--- src/rtl/dpc_pkg.sv ---
package dpc_pkg;
  // Which port, if any, currently holds the busy flag.
  typedef enum logic [1:0] {
    OWN_NONE  = 2'd0,
    OWN_LEFT  = 2'd1,
    OWN_RIGHT = 2'd2
  } busy_own_e;

  localparam int unsigned NUM_PORTS = 2;
  localparam int unsigned PORT_L    = 0;
  localparam int unsigned PORT_R    = 1;
endpackage

--- src/rtl/dpc_arrival_track.sv ---
// Registers one port's enable and address to tell whether the port
// was already sitting at its current location in the previous cycle.
module dpc_arrival_track #(
  parameter int unsigned ADDR_W = 10
) (
  input  logic              clk,
  input  logic              rst_n,
  input  logic              en_n,
  input  logic [ADDR_W-1:0] addr,
  output logic              settled
);
  logic              en_q, en_d;
  logic [ADDR_W-1:0] addr_q, addr_d;

  always_comb begin
    en_d   = ~en_n;
    addr_d = addr;
  end

  always_ff @(posedge clk or negedge rst_n) begin
    if (!rst_n) begin
      en_q   <= 1'b0;
      addr_q <= '0;
    end else begin
      en_q   <= en_d;
      addr_q <= addr_d;
    end
  end

  // The bit clears as soon as the port is disabled or moves to a new address.
  assign settled = en_q & ~en_n & (addr_q == addr);
endmodule

--- src/rtl/dpc_match_detect.sv ---
module dpc_match_detect #(
  parameter int unsigned ADDR_W = 10
) (
  input  logic              a_en_n,
  input  logic [ADDR_W-1:0] a_addr,
  input  logic              b_en_n,
  input  logic [ADDR_W-1:0] b_addr,
  output logic              hit
);
  logic [ADDR_W-1:0] diff;

  always_comb begin
    diff = a_addr ^ b_addr;
    hit  = ~a_en_n & ~b_en_n & ~(|diff);
  end
endmodule

--- src/rtl/dpc_busy_fsm.sv ---
module dpc_busy_fsm
  import dpc_pkg::*;
(
  input  logic clk,
  input  logic rst_n,
  input  logic follower,
  input  logic hit,
  input  logic l_settled,
  input  logic r_settled,
  output logic l_busy_n,
  output logic r_busy_n
);
  busy_own_e own_q, own_d;

  always_comb begin
    own_d = own_q;
    if (follower || !hit) begin
      own_d = OWN_NONE;
    end else if (own_q == OWN_NONE) begin
      if (l_settled && !r_settled)      own_d = OWN_RIGHT;
      else if (r_settled && !l_settled) own_d = OWN_LEFT;
      else                              own_d = OWN_RIGHT;  // tie: left has priority
    end
  end

  always_ff @(posedge clk or negedge rst_n) begin
    if (!rst_n) own_q <= OWN_NONE;
    else        own_q <= own_d;
  end

  assign l_busy_n = follower | (own_q != OWN_LEFT);
  assign r_busy_n = follower | (own_q != OWN_RIGHT);
endmodule

--- src/rtl/dpc_write_gate.sv ---
module dpc_write_gate (
  input  logic follower,
  input  logic en_n,
  input  logic wr_n,
  input  logic own_busy_n,
  input  logic ext_busy_n,
  output logic wr_en
);
  logic blk_n;

  always_comb begin
    blk_n = follower ? ext_busy_n : own_busy_n;
    wr_en = ~en_n & ~wr_n & blk_n;
  end
endmodule

--- src/rtl/dpc_collision_arb.sv ---
module dpc_collision_arb
  import dpc_pkg::*;
#(
  parameter int unsigned ADDR_W = 10
) (
  input  logic              clk,
  input  logic              rst_n,
  input  logic              follower,
  input  logic              l_en_n,
  input  logic              l_wr_n,
  input  logic [ADDR_W-1:0] l_addr,
  input  logic              l_busy_in_n,
  input  logic              r_en_n,
  input  logic              r_wr_n,
  input  logic [ADDR_W-1:0] r_addr,
  input  logic              r_busy_in_n,
  output logic              l_busy_n,
  output logic              r_busy_n,
  output logic              l_wr_en,
  output logic              r_wr_en
);
  logic              en_n_a   [NUM_PORTS];
  logic              wr_n_a   [NUM_PORTS];
  logic [ADDR_W-1:0] addr_a   [NUM_PORTS];
  logic              ext_b_a  [NUM_PORTS];
  logic              busy_a   [NUM_PORTS];
  logic              settled_a[NUM_PORTS];
  logic              wr_en_a  [NUM_PORTS];
  logic              hit;

  always_comb begin
    en_n_a[PORT_L]  = l_en_n;       en_n_a[PORT_R]  = r_en_n;
    wr_n_a[PORT_L]  = l_wr_n;       wr_n_a[PORT_R]  = r_wr_n;
    addr_a[PORT_L]  = l_addr;       addr_a[PORT_R]  = r_addr;
    ext_b_a[PORT_L] = l_busy_in_n;  ext_b_a[PORT_R] = r_busy_in_n;
  end

  for (genvar p = 0; p < NUM_PORTS; p++) begin : g_port
    dpc_arrival_track #(.ADDR_W(ADDR_W)) u_track (
      .clk     (clk),
      .rst_n   (rst_n),
      .en_n    (en_n_a[p]),
      .addr    (addr_a[p]),
      .settled (settled_a[p])
    );

    dpc_write_gate u_gate (
      .follower   (follower),
      .en_n       (en_n_a[p]),
      .wr_n       (wr_n_a[p]),
      .own_busy_n (busy_a[p]),
      .ext_busy_n (ext_b_a[p]),
      .wr_en      (wr_en_a[p])
    );
  end

  dpc_match_detect #(.ADDR_W(ADDR_W)) u_match (
    .a_en_n (l_en_n),
    .a_addr (l_addr),
    .b_en_n (r_en_n),
    .b_addr (r_addr),
    .hit    (hit)
  );

  dpc_busy_fsm u_fsm (
    .clk       (clk),
    .rst_n     (rst_n),
    .follower  (follower),
    .hit       (hit),
    .l_settled (settled_a[PORT_L]),
    .r_settled (settled_a[PORT_R]),
    .l_busy_n  (busy_a[PORT_L]),
    .r_busy_n  (busy_a[PORT_R])
  );

  assign l_busy_n = busy_a[PORT_L];
  assign r_busy_n = busy_a[PORT_R];
  assign l_wr_en  = wr_en_a[PORT_L];
  assign r_wr_en  = wr_en_a[PORT_R];
endmodule

--- config.mk ---
export PLATFORM = sky130hd
export DESIGN_NAME = dpc_collision_arb
export DESIGN_NICKNAME = d
export VERILOG_FILES = /design/src/rtl/dpc_pkg.sv /design/src/rtl/dpc_arrival_track.sv /design/src/rtl/dpc_match_detect.sv /design/src/rtl/dpc_busy_fsm.sv /design/src/rtl/dpc_write_gate.sv /design/src/rtl/dpc_collision_arb.sv
export SDC_FILE = /design/constraint.sdc
export NUM_CORES = 1
export LEC_CHECK = 0
export ABC_AREA = 1
export BUFFER_PORTS_ARGS = -buffer_cell sky130_fd_sc_hd__buf_2
export CAP_MARGIN = 15
export CORE_MARGIN = 2
export CORE_UTILIZATION = 54
export CTS_BUF_LIST = sky130_fd_sc_hd__clkbuf_8
export CTS_CLUSTER_DIAMETER = 60
export DETAILED_ROUTE_END_ITERATION = 10
export PLACE_DENSITY = 0.81
export SYNTH_ARGS = -nofsm -noshare
export SYNTH_HDL_FRONTEND = slang
export SYNTH_SLANG_ARGS = --single-unit
export TNS_END_PERCENT = 50
--- constraint.sdc ---
create_clock -name clk -period 1.2 [get_ports clk]
set_input_delay 0.24 -clock clk [delete_from_list [all_inputs] [get_ports clk]]
set_output_delay 0.24 -clock clk [all_outputs]
set_load 0.05 [all_outputs]
==> summary.md, run 1 <==
| Metric | Value |
|---|---|
| Final critical-path required period | `1.46 ns` |
| DRC | `0` |
| Die width | `53.8 um` |
| I/O Pins | `33` |
| Top cells by area in the synthesized netlist | `dfrtp_1 (45%), nand2_1 (16%), inv_1 (12%), xor2_1 (5.9%), nor2_1 (5.3%)` |
| Clock sink total | `24` |
| Post-synthesis cell type count | `17` |
| Clock Tree Root | `clkbuf_8` |
| Crit path kind | `reg -> out` |
| DRT Pass-1 Iters | `4` |
| Setup WS pre-CTS | `-0.0438 ns` |
| TritonCTS buffer count | `3` |
| Setup WS post-layout | `-0.256 ns` |
| Crit path DAT | `1.22 ns` |
| Startpoint Class | `flip-flop` |
| IO Port Bufs | `32` |
| Clk pin slew, worst setup/hold paths | `0.08 ns` |
| Worst setup EP type | `output pin` |
| Final setup violation count | `4` |
| Synth Instances | `185` |
| Peak supply drop | `0.896 mV` |
| Power share of the clock group | `0.316` |
| Worst-Margin Slew | `0.526 ns` |
| Register area share after synthesis | `0.449` |
| Crit-path max FO | `3` |
| First DRT Iteration DRCs | `9` |
| Hold Fails Final Rpt | `0` |
| Max-cap violations | `0` |
| GPL Wtd Cong | `0.815` |
| Htree depth | `1` |
| Yosys reg bits | `24` |
| Sequential power share | `0.502` |
| Worst-Skew Late Latency | `0.27 ns` |
| Tcrit/Tclk final | `1.21` |
| Outcome | `finished, violations left` |
| Worst path required time | `0.96 ns` |
| Clock skew | `0.00279 ns` |
| Fin util | `0.702` |
| Synth area leader | `dfrtp_1` |
| Final Power | `1.72 mW` |
| Failing checks | `negative setup slack` |
| Antenna Nets Post-Route | `0` |
| Switch share | `0.265` |
| Buf/Inv on CP | `2` |
| Comb pwr share | `0.182` |
| Share of cells above drive strength 1 | `0.228` |
| Setup TNS | `-0.864 ns` |
| Non-Filler Instances | `254` |
| GRT overflow | `0` |
| Core ar. | `2410 sq um` |
| Internal power | `1.27 mW` |
| Mapped Nets | `214` |
| Placed cells | `250` |
| Slew HR | `0.649` |
| Routed length per placed instance | `10.4 um` |
| CTS max path bufs | `2` |
| Leakage | `0.924 nW` |
| HPWL after detailed placement | `2070 um` |
| Nets | `254` |
| RSZ-0062 raised after global routing | `yes` |
| Post-Route WL | `2640 um` |
| # diodes | `0` |
| Area delta synth->final | `26.6%` |
| Hold crit path type | `in -> reg` |
| CTS tree | `built` |
| Vias per std cell | `4.56` |
| Initial antenna violation count | `0` |
| Max Fclk | `687 MHz` |
| Cell family with most CP delay | `flip-flops` |
| Cell area after layout | `1690 sq um` |
| Gr usage total | `0.208` |
| Post-Syn Area | `1340 sq um` |
| Synth warn | `0` |
| Number of post-CTS setup repair buffers | `0` |
| Site Rows | `18` |
| Initial Util | `0.555` |
| Fin Hold WS | `0.116 ns` |
| Die area | `2890 sq um` |
| Height of the die | `53.8 um` |
| P_sw | `0.456 mW` |
| Slowest-stage cell, CP | `dfrtp_1` |
| Largest net degree at the start of global routing | `25` |
| First-pass GRT wire length | `4240 um` |
| Number of vias in the routed layout | `1159` |
| Critical Path Max Stage Delay | `0.41 ns` |
| Fin. max-slew vios | `0` |
| Vias in the first global route | `1101` |
| Synth Area per Inst | `7.23 sq um` |
| Area post-placement | `1590 sq um` |
| Cells along the critical path | `nor3_2 > inv_1 > buf_4` |
| Share of the synthesized area in the top cell type | `0.449` |
| Pwr dens | `1020 nW/um^2` |
-- sequential cells by signal (all words and copies together) (netlist names) --
signal / cells
g_port.u_track.en_q: 2
u_fsm.own_q: 2
g_port.u_track.addr_q: 20
-- worst paths after layout --
check / from / to / slack, ns / cells after the start
hold reg to reg: u_fsm.own_q[0] / u_fsm.own_q[0] / 0.58 / 2
hold / removal: r_addr[2] / g_port[1].u_track.addr_q[2] / 0.12 / 1
setup / recovery: u_fsm.own_q[0] / r_busy_n / -0.26 / 3
min in group asynchronous: rst_n / g_port[1].u_track.addr_q[0] / 0.48 / 2
setup reg to reg: u_fsm.own_q[1] / u_fsm.own_q[0] / 0 / 10
max in group asynchronous: rst_n / g_port[1].u_track.addr_q[8] / 0.37 / 2
-- routing by layer --
layer  GRT usage  up-vias  wire [um]
met5           0        -          0
met4      0.0897        0         44
met3      0.0250        5         85
met2       0.384       22       1380
met1       0.238      508       1130
li1            -      624          -
-- area by class of cell --
class                      count  area, sq um
tap                           30         37.5
timing repair buffer          35          206
multi-input combinational    119          636
inverter                      42          158
clock buffer                   4         55.1
fill                         204          717
sequential                    24          601
-- layout by cell type, fill, tap and decap left out, types with 2 or more instances in the layout --
master	synthesis	routed
nor3_2	0	2
nor2_2	1	2
nor2_1	19	17
xor2_1	9	9
dfrtp_1	24	24
buf_6	0	3
a21oi_2	1	2
nor4_4	0	2
inv_1	41	41
clkbuf_8	0	4
buf_2	0	28
nand2_1	57	56
xnor2_1	7	7
buf_4	0	3
or2_2	2	2
nand3_1	10	10
nand4_1	4	4
-- cells by family (layout without fill, tap and decap cells) --
logic type             count (synthesis)  count (layout)  synth area share
AO/OA/AOI/OAI                          3               3            0.0140
XOR/XNOR                              16              16             0.105
AND/OR/NAND/NOR                      100             100             0.314
buffers and inverters                 42              81             0.118
flip-flops                            24              24             0.449
-- what timing repair did --
| action | CTS | global route |
|---|---|---|
| endpoints found under the hold margin | 24 | 0 |
| cloned | 0 | 0 |
| resized for setup | 6 | 9 |
| setup endpoints to repair | 4 | 6 |
| pin swaps | 0 | 3 |
| hold buffers | 1 | 0 |
-- synthesized netlist by cell type --
master,n
inv_1,41
nand4_1,4
nor4_1,2
nand3b_1,1
nor3_1,3
nor2_1,19
nor2_2,1
a21oi_2,1
inv_2,1
nand3_1,10
dfrtp_1,24
nand2_1,57
a21oi_1,2
xnor2_1,7
xor2_1,9
or2_2,2
and2_1,1
-- power by group through the flow --
stage / combinational, mW / sequential, mW / clock, mW
2_1_floorplan: 0.173 / 0.878 / 0
6_report: 0.313 / 0.866 / 0.544
4_1_cts: 0.313 / 0.866 / 0.555
3_5_place_dp: 0.302 / 0.882 / 0
3_3_place_gp: 0.295 / 0.880 / 0
5_1_grt: 0.356 / 0.870 / 0.586
No activity file was read; power rests on OpenSTA's default activity.
==> inputs of run 2 (changes only) <==
--- a/config.mk
+++ b/config.mk
@@ -13,7 +13,7 @@
 export CTS_BUF_LIST = sky130_fd_sc_hd__clkbuf_8
 export CTS_CLUSTER_DIAMETER = 60
 export DETAILED_ROUTE_END_ITERATION = 10
-export PLACE_DENSITY = 0.81
+export PLACE_DENSITY = 0.82
 export SYNTH_ARGS = -nofsm -noshare
 export SYNTH_HDL_FRONTEND = slang
 export SYNTH_SLANG_ARGS = --single-unit
==> run 2 against run 1 <==
The flow still finishes with violations (negative setup slack); first-iteration DRC count is 130% higher; design area is 1.2% lower; critical path depth is 1 higher; clock skew is 0.00083 ns lower; via count is 1.4% higher; largest power group unchanged; highest routed layer unchanged.
==> summary.md, run 2 (same netlist as run 1, synthesis figures left out) <==
| Metric | Value |
|---|---|
| Area delta synth->final | `25.1%` |
| Internal power | `1.20 mW (-5.5%)` |
| Vias in the first global route | `1068 (-3.0%)` |
| Crit-path max FO | `3 (unchanged)` |
| CTS max path bufs | `2 (unchanged)` |
| Final critical-path required period | `1.46 ns (+0.00479 ns)` |
| Outcome | `finished, violations left` |
| Gr usage total | `0.209 (+0.00143)` |
| Critical Path Max Stage Delay | `0.37 ns (-0.04 ns)` |
| Crit path kind | `reg -> out` |
| Failing checks | `negative setup slack` |
| Slowest-stage cell, CP | `dfrtp_1` |
| Clk pin slew, worst setup/hold paths | `0.08 ns (about the same)` |
| Htree depth | `1 (unchanged)` |
| Crit path DAT | `1.22 ns (about the same)` |
| Cell family with most CP delay | `flip-flops` |
| Cells along the critical path | `inv_2 > nor3_2 > nor4_4 > buf_6` |
| Worst-Margin Slew | `0.530 ns (+0.00432 ns)` |
| Largest net degree at the start of global routing | `25 (unchanged)` |
| Number of post-CTS setup repair buffers | `0 (unchanged)` |
| Most flops, register | `g_port.u_track.addr_q` |
| Setup WS post-layout | `-0.261 ns (-0.00479 ns)` |
| P_sw | `0.442 mW (-3.2%)` |
| Most frequent cells in the layout | `nand2_1 (57), inv_1 (41), buf_2 (28)` |
| Largest register FFs | `20 (unchanged)` |
| Final setup violation count | `4 (unchanged)` |
| Number of vias in the routed layout | `1175 (+1.4%)` |
| Fin Hold WS | `0.122 ns (+0.00644 ns)` |
| TritonCTS buffer count | `3 (unchanged)` |
| R2R setup slack | `0 ns (unchanged)` |
| Clock skew | `0.00196 ns (-0.000832 ns)` |
| Power share of the clock group | `0.279 (-0.037)` |
| Top flop regs | `g_port.u_track.addr_q (20), g_port.u_track.en_q (2), u_fsm.own_q (2)` |
| CTS tree | `built` |
| Worst setup EP type | `output pin` |
| Fin. max-slew vios | `0 (unchanged)` |
| I/O Pins | `33 (unchanged)` |
| Clock Tree Root | `clkbuf_8` |
| Core ar. | `2410 sq um (unchanged)` |
| IO Port Bufs | `32 (unchanged)` |
| Antenna Nets Post-Route | `0 (unchanged)` |
| Initial Util | `0.555 (unchanged)` |
| Height of the die | `53.8 um (unchanged)` |
| Sequential power share | `0.529 (+0.027)` |
| Post-Route WL | `2660 um (+0.53%)` |
| Buf/Inv on CP | `2 (unchanged)` |
| Peak supply drop | `0.842 mV (-6.0%)` |
| First DRT Iteration DRCs | `21 (+12)` |
| FILL cells | `203 (-0.49%)` |
| Worst-Skew Late Latency | `0.26 ns (about the same)` |
| Pwr dens | `980 nW/um^2 (-3.7%)` |
| Die width | `53.8 um (unchanged)` |
| Slew HR | `0.646 (-0.00288)` |
| Hold Fails Final Rpt | `0 (unchanged)` |
| Nets | `254 (unchanged)` |
| Startpoint Class | `flip-flop` |
| Clock sink total | `24 (unchanged)` |
| Max Fclk | `684 MHz (-0.33%)` |
| Comb pwr share | `0.192 (+0.010)` |
| Share of cells above drive strength 1 | `0.220 (-0.00795)` |
| Die area | `2890 sq um (unchanged)` |
| RSZ-0062 raised after global routing | `yes` |
| Vias per std cell | `4.64 (+1.8%)` |
| DRC | `0 (unchanged)` |
| Routed length per placed instance | `10.5 um (+0.93%)` |
| Commonest non-fill, non-tap cell in the layout | `nand2_1` |
| First-pass GRT wire length | `4290 um (+1.1%)` |
| Tcrit/Tclk final | `1.22 (+0.00399)` |
| Switch share | `0.269 (+0.00474)` |
| Setup WS pre-CTS | `-0.0501 ns (-0.00626 ns)` |
| Worst path required time | `0.96 ns (about the same)` |
| GRT overflow | `0 (unchanged)` |
| Hold crit path type | `in -> reg` |
| DRT Pass-1 Iters | `4 (unchanged)` |
| GPL Wtd Cong | `0.794 (-2.5%)` |
| Fin util | `0.694 (-0.00831)` |
| Leakage | `0.916 nW (-0.90%)` |
| Max-cap violations | `0 (unchanged)` |
| HPWL after detailed placement | `2100 um (+1.3%)` |
| Initial antenna violation count | `0 (unchanged)` |
| # diodes | `0 (unchanged)` |
| Site Rows | `18 (unchanged)` |
[run 2: cell count changes in the layout (fill, tap and decap cells not counted)]
cell,before,now
clkbuf_8,4,3
nand2_2,1,0
buf_6,3,2
buf_4,3,4
nand2_1,56,57
[run 2: layout make-up]
class                   count  area [sq um]  area share
repair buffers             35           203       0.121
clock buffers               3          41.3      0.0247
inverters                  42           158      0.0942
well taps                  30          37.5      0.0224
multi-input cells         119           633       0.378
flip-flops and latches     24           601       0.359
[run 2: final timing paths]
path	startpoint	end	depth (start not counted)
setup / recovery	u_fsm.own_q[1]	r_wr_en	4
hold / removal	r_addr[2]	g_port[1].u_track.addr_q[2]	1
setup reg to reg	u_fsm.own_q[1]	u_fsm.own_q[0]	10
hold reg to reg	u_fsm.own_q[0]	u_fsm.own_q[0]	2
max in group asynchronous	rst_n	u_fsm.own_q[0]	2
min in group asynchronous	rst_n	g_port[1].u_track.addr_q[1]	2
[run 2: power groups by stage]
stage / Sequential (mW) / Clock, mW / Combinational, mW
5_1_grt: 0.870 / 0.494 / 0.361
2_1_floorplan: 0.878 / 0 / 0.173
3_3_place_gp: 0.880 / 0 / 0.295
3_5_place_dp: 0.882 / 0 / 0.303
6_report: 0.867 / 0.458 / 0.314
4_1_cts: 0.866 / 0.471 / 0.314
[run 2: metal layers]
metal | GRT usage | part of all wire | up-vias
li1 | - | - | 623
met1 | 0.250 | 0.43 | 521
met2 | 0.382 | 0.52 | 27
met3 | 0.0250 | 0.040 | 4
met4 | 0.0769 | 0.0098 | 0
met5 | 0 | 0 | -
[run 2: repair_timing]
| item | 4_1_cts | 5_1_grt |
|---|---|---|
| gates resized for setup | 6 | 7 |
| hold endpoints to repair | 24 | 0 |
| pin swaps | 0 | 2 |
| endpoints found under the setup margin | 4 | 6 |
| hold buffers | 1 | 0 |
[run 2: metrics by stage]
stage	instances	total power [mW]	instance area, sq um	TNS, ns
after floorplan	185	1.05	1370	-0.206
after global placement	250	1.18	1590	-0.0144
after detailed placement	250	1.19	1590	-0.0538
after CTS	254	1.65	1660	-0.961
after global routing	253	1.73	1670	-1.34
final	253	1.64	1670	-0.945
==> inputs of run 3 (changes only) <==
--- a/config.mk
+++ b/config.mk
@@ -13,6 +13,7 @@
 export CTS_BUF_LIST = sky130_fd_sc_hd__clkbuf_8
 export CTS_CLUSTER_DIAMETER = 60
 export DETAILED_ROUTE_END_ITERATION = 10
+export MAX_ROUTING_LAYER = met4
 export PLACE_DENSITY = 0.82
 export SYNTH_ARGS = -nofsm -noshare
 export SYNTH_HDL_FRONTEND = slang
==> run 3 against run 2 <==
The flow still finishes with violations (negative setup slack); power hardly changed; combinational power hardly changed; sequential share of layout area stayed put; setup slack stayed put; core utilization stayed put; critical endpoint unchanged; clock power hardly changed; hold slack stayed put; sequential cell count stayed put; design area stayed put; sequential power hardly changed; global-route usage is 0.61 points higher.
==> summary.md, run 3 (same netlist as run 1, synthesis figures left out) <==
| Metric | Value |
|---|---|
| Outcome | `finished, violations left` |
| Failing checks | `negative setup slack` |
| Final setup violation count | `4 (unchanged)` |
| Routed length per placed instance | `10.5 um (unchanged)` |
| IO Port Bufs | `32 (unchanged)` |
| Pwr dens | `980 nW/um^2 (about the same)` |
| Most frequent cells in the layout | `nand2_1 (57), inv_1 (41), buf_2 (28)` |
| RSZ-0062 raised after global routing | `yes` |
| Antenna Nets Post-Route | `0 (unchanged)` |
| GRT overflow | `0 (unchanged)` |
| Most flops, register | `g_port.u_track.addr_q` |
| Clk pin slew, worst setup/hold paths | `0.08 ns (about the same)` |
| Fin. max-slew vios | `0 (unchanged)` |
| DRC | `0 (unchanged)` |
| GPL Wtd Cong | `0.805 (+1.4%)` |
| Crit-path max FO | `3 (unchanged)` |
| Setup WS pre-CTS | `-0.0501 ns (unchanged)` |
| First DRT Iteration DRCs | `21 (unchanged)` |
| Site Rows | `18 (unchanged)` |
| Initial antenna violation count | `0 (unchanged)` |
| Height of the die | `53.8 um (unchanged)` |
| Slew HR | `0.646 (unchanged)` |
| Largest net degree at the start of global routing | `25 (unchanged)` |
| # diodes | `0 (unchanged)` |
| Largest register FFs | `20 (unchanged)` |
| Fin Hold WS | `0.122 ns (unchanged)` |
| Post-Route WL | `2660 um (unchanged)` |
| Hold crit path type | `in -> reg` |
| Final critical-path required period | `1.46 ns (unchanged)` |
| Placed cells | `250 (unchanged)` |
| Max-cap violations | `0 (unchanged)` |
| Clock Tree Root | `clkbuf_8` |
| Commonest non-fill, non-tap cell in the layout | `nand2_1` |
| Peak supply drop | `0.842 mV (about the same)` |
| Vias in the first global route | `1068 (unchanged)` |
| HPWL after detailed placement | `2100 um (unchanged)` |
| Initial Util | `0.555 (unchanged)` |
| Setup TNS | `-0.945 ns (unchanged)` |
| Tcrit/Tclk final | `1.22 (unchanged)` |
| Crit path DAT | `1.22 ns (about the same)` |
| Number of vias in the routed layout | `1175 (unchanged)` |
| Htree depth | `1 (unchanged)` |
| Die area | `2890 sq um (unchanged)` |
| Top flop regs | `g_port.u_track.addr_q (20), g_port.u_track.en_q (2), u_fsm.own_q (2)` |
| Core ar. | `2410 sq um (unchanged)` |
| FILL cells | `203 (unchanged)` |
| Gr usage total | `0.216 (+0.00614)` |
| Max Fclk | `684 MHz (unchanged)` |
| Clock sink total | `24 (unchanged)` |
| Worst path required time | `0.96 ns (about the same)` |
| Worst-Skew Late Latency | `0.26 ns (about the same)` |
| Number of post-CTS setup repair buffers | `0 (unchanged)` |
| Nets | `254 (unchanged)` |
| Leakage | `0.916 nW (unchanged)` |
| CTS tree | `built` |
| Clock skew | `0.00196 ns (unchanged)` |
| Area delta synth->final | `25.1% (unchanged)` |
| First-pass GRT wire length | `4290 um (unchanged)` |
| I/O Pins | `33 (unchanged)` |
| Crit path kind | `reg -> out` |
| Worst-Margin Slew | `0.530 ns (unchanged)` |
| Startpoint Class | `flip-flop` |
| DRT Pass-1 Iters | `4 (unchanged)` |
| Share of cells above drive strength 1 | `0.220 (unchanged)` |
| CTS max path bufs | `2 (unchanged)` |
| Worst setup EP type | `output pin` |
| Die width | `53.8 um (unchanged)` |
| Vias per std cell | `4.64 (unchanged)` |
| Non-Filler Instances | `253 (unchanged)` |
| TritonCTS buffer count | `3 (unchanged)` |
| Hold Fails Final Rpt | `0 (unchanged)` |
| Setup WS post-layout | `-0.261 ns (unchanged)` |
run 3: cell counts in the layout (fill, tap and decap cells not counted):
Identical to the previous run, type by type.
run 3: stage by stage:
stage / utilization / total power, mW / area [sq um]
floorplan: - / 1.05 / 1370
global placement: 0.659 / 1.18 / 1590
detailed placement: 0.659 / 1.19 / 1590
CTS: 0.687 / 1.65 / 1660
global route: 0.694 / 1.73 / 1670
finish: 0.694 / 1.64 / 1670
run 3: area by class of cell:
cell class                      count  area [sq um]  area share
Sequential cell                    24           601       0.359
Timing Repair Buffer               35           203       0.121
Clock buffer                        3          41.3      0.0247
Inverter                           42           158      0.0942
Tap cell                           30          37.5      0.0224
Multi-Input combinational cell    119           633       0.378
run 3: worst paths after layout:
path                       cells after the start  slack, ns                          end           start
max in group asynchronous                      2       0.35               u_fsm.own_q[0]           rst_n
setup reg to reg                              10          0               u_fsm.own_q[0]  u_fsm.own_q[1]
hold reg to reg                                2       0.57               u_fsm.own_q[0]  u_fsm.own_q[0]
setup / recovery                               4      -0.26                      r_wr_en  u_fsm.own_q[1]
hold / removal                                 1       0.12  g_port[1].u_track.addr_q[2]       r_addr[2]
min in group asynchronous                      2       0.49  g_port[1].u_track.addr_q[1]           rst_n
run 3: routing by layer:
metal	GRT usage	wire (um)	vias up
met5	-	0	-
li1	-	-	623
met2	0.382	1370	27
met4	0.0769	26	0
met3	0.0250	105	4
met1	0.250	1150	521
run 3: where the power goes:
part | internal, mW | leakage, nW | switching, mW | total (mW)
Combinational | 0.128 | 0.610 | 0.187 | 0.314
Sequential | 0.846 | 0.284 | 0.0209 | 0.867
Clock | 0.224 | 0.0216 | 0.234 | 0.458
run 3: what timing repair did:
action	in CTS	in global routing
endpoints found under the setup margin	4	6
hold buffers	1	0
gates resized for setup	6	7
endpoints found under the hold margin	24	0
pin swaps	0	2
run 3: worst max-delay path: stages (launching register included):
cell,delay [ns]
dfrtp_1,0.37
inv_2,0.07
nor3_2,0.05
nor4_4,0.27
buf_6,0.19
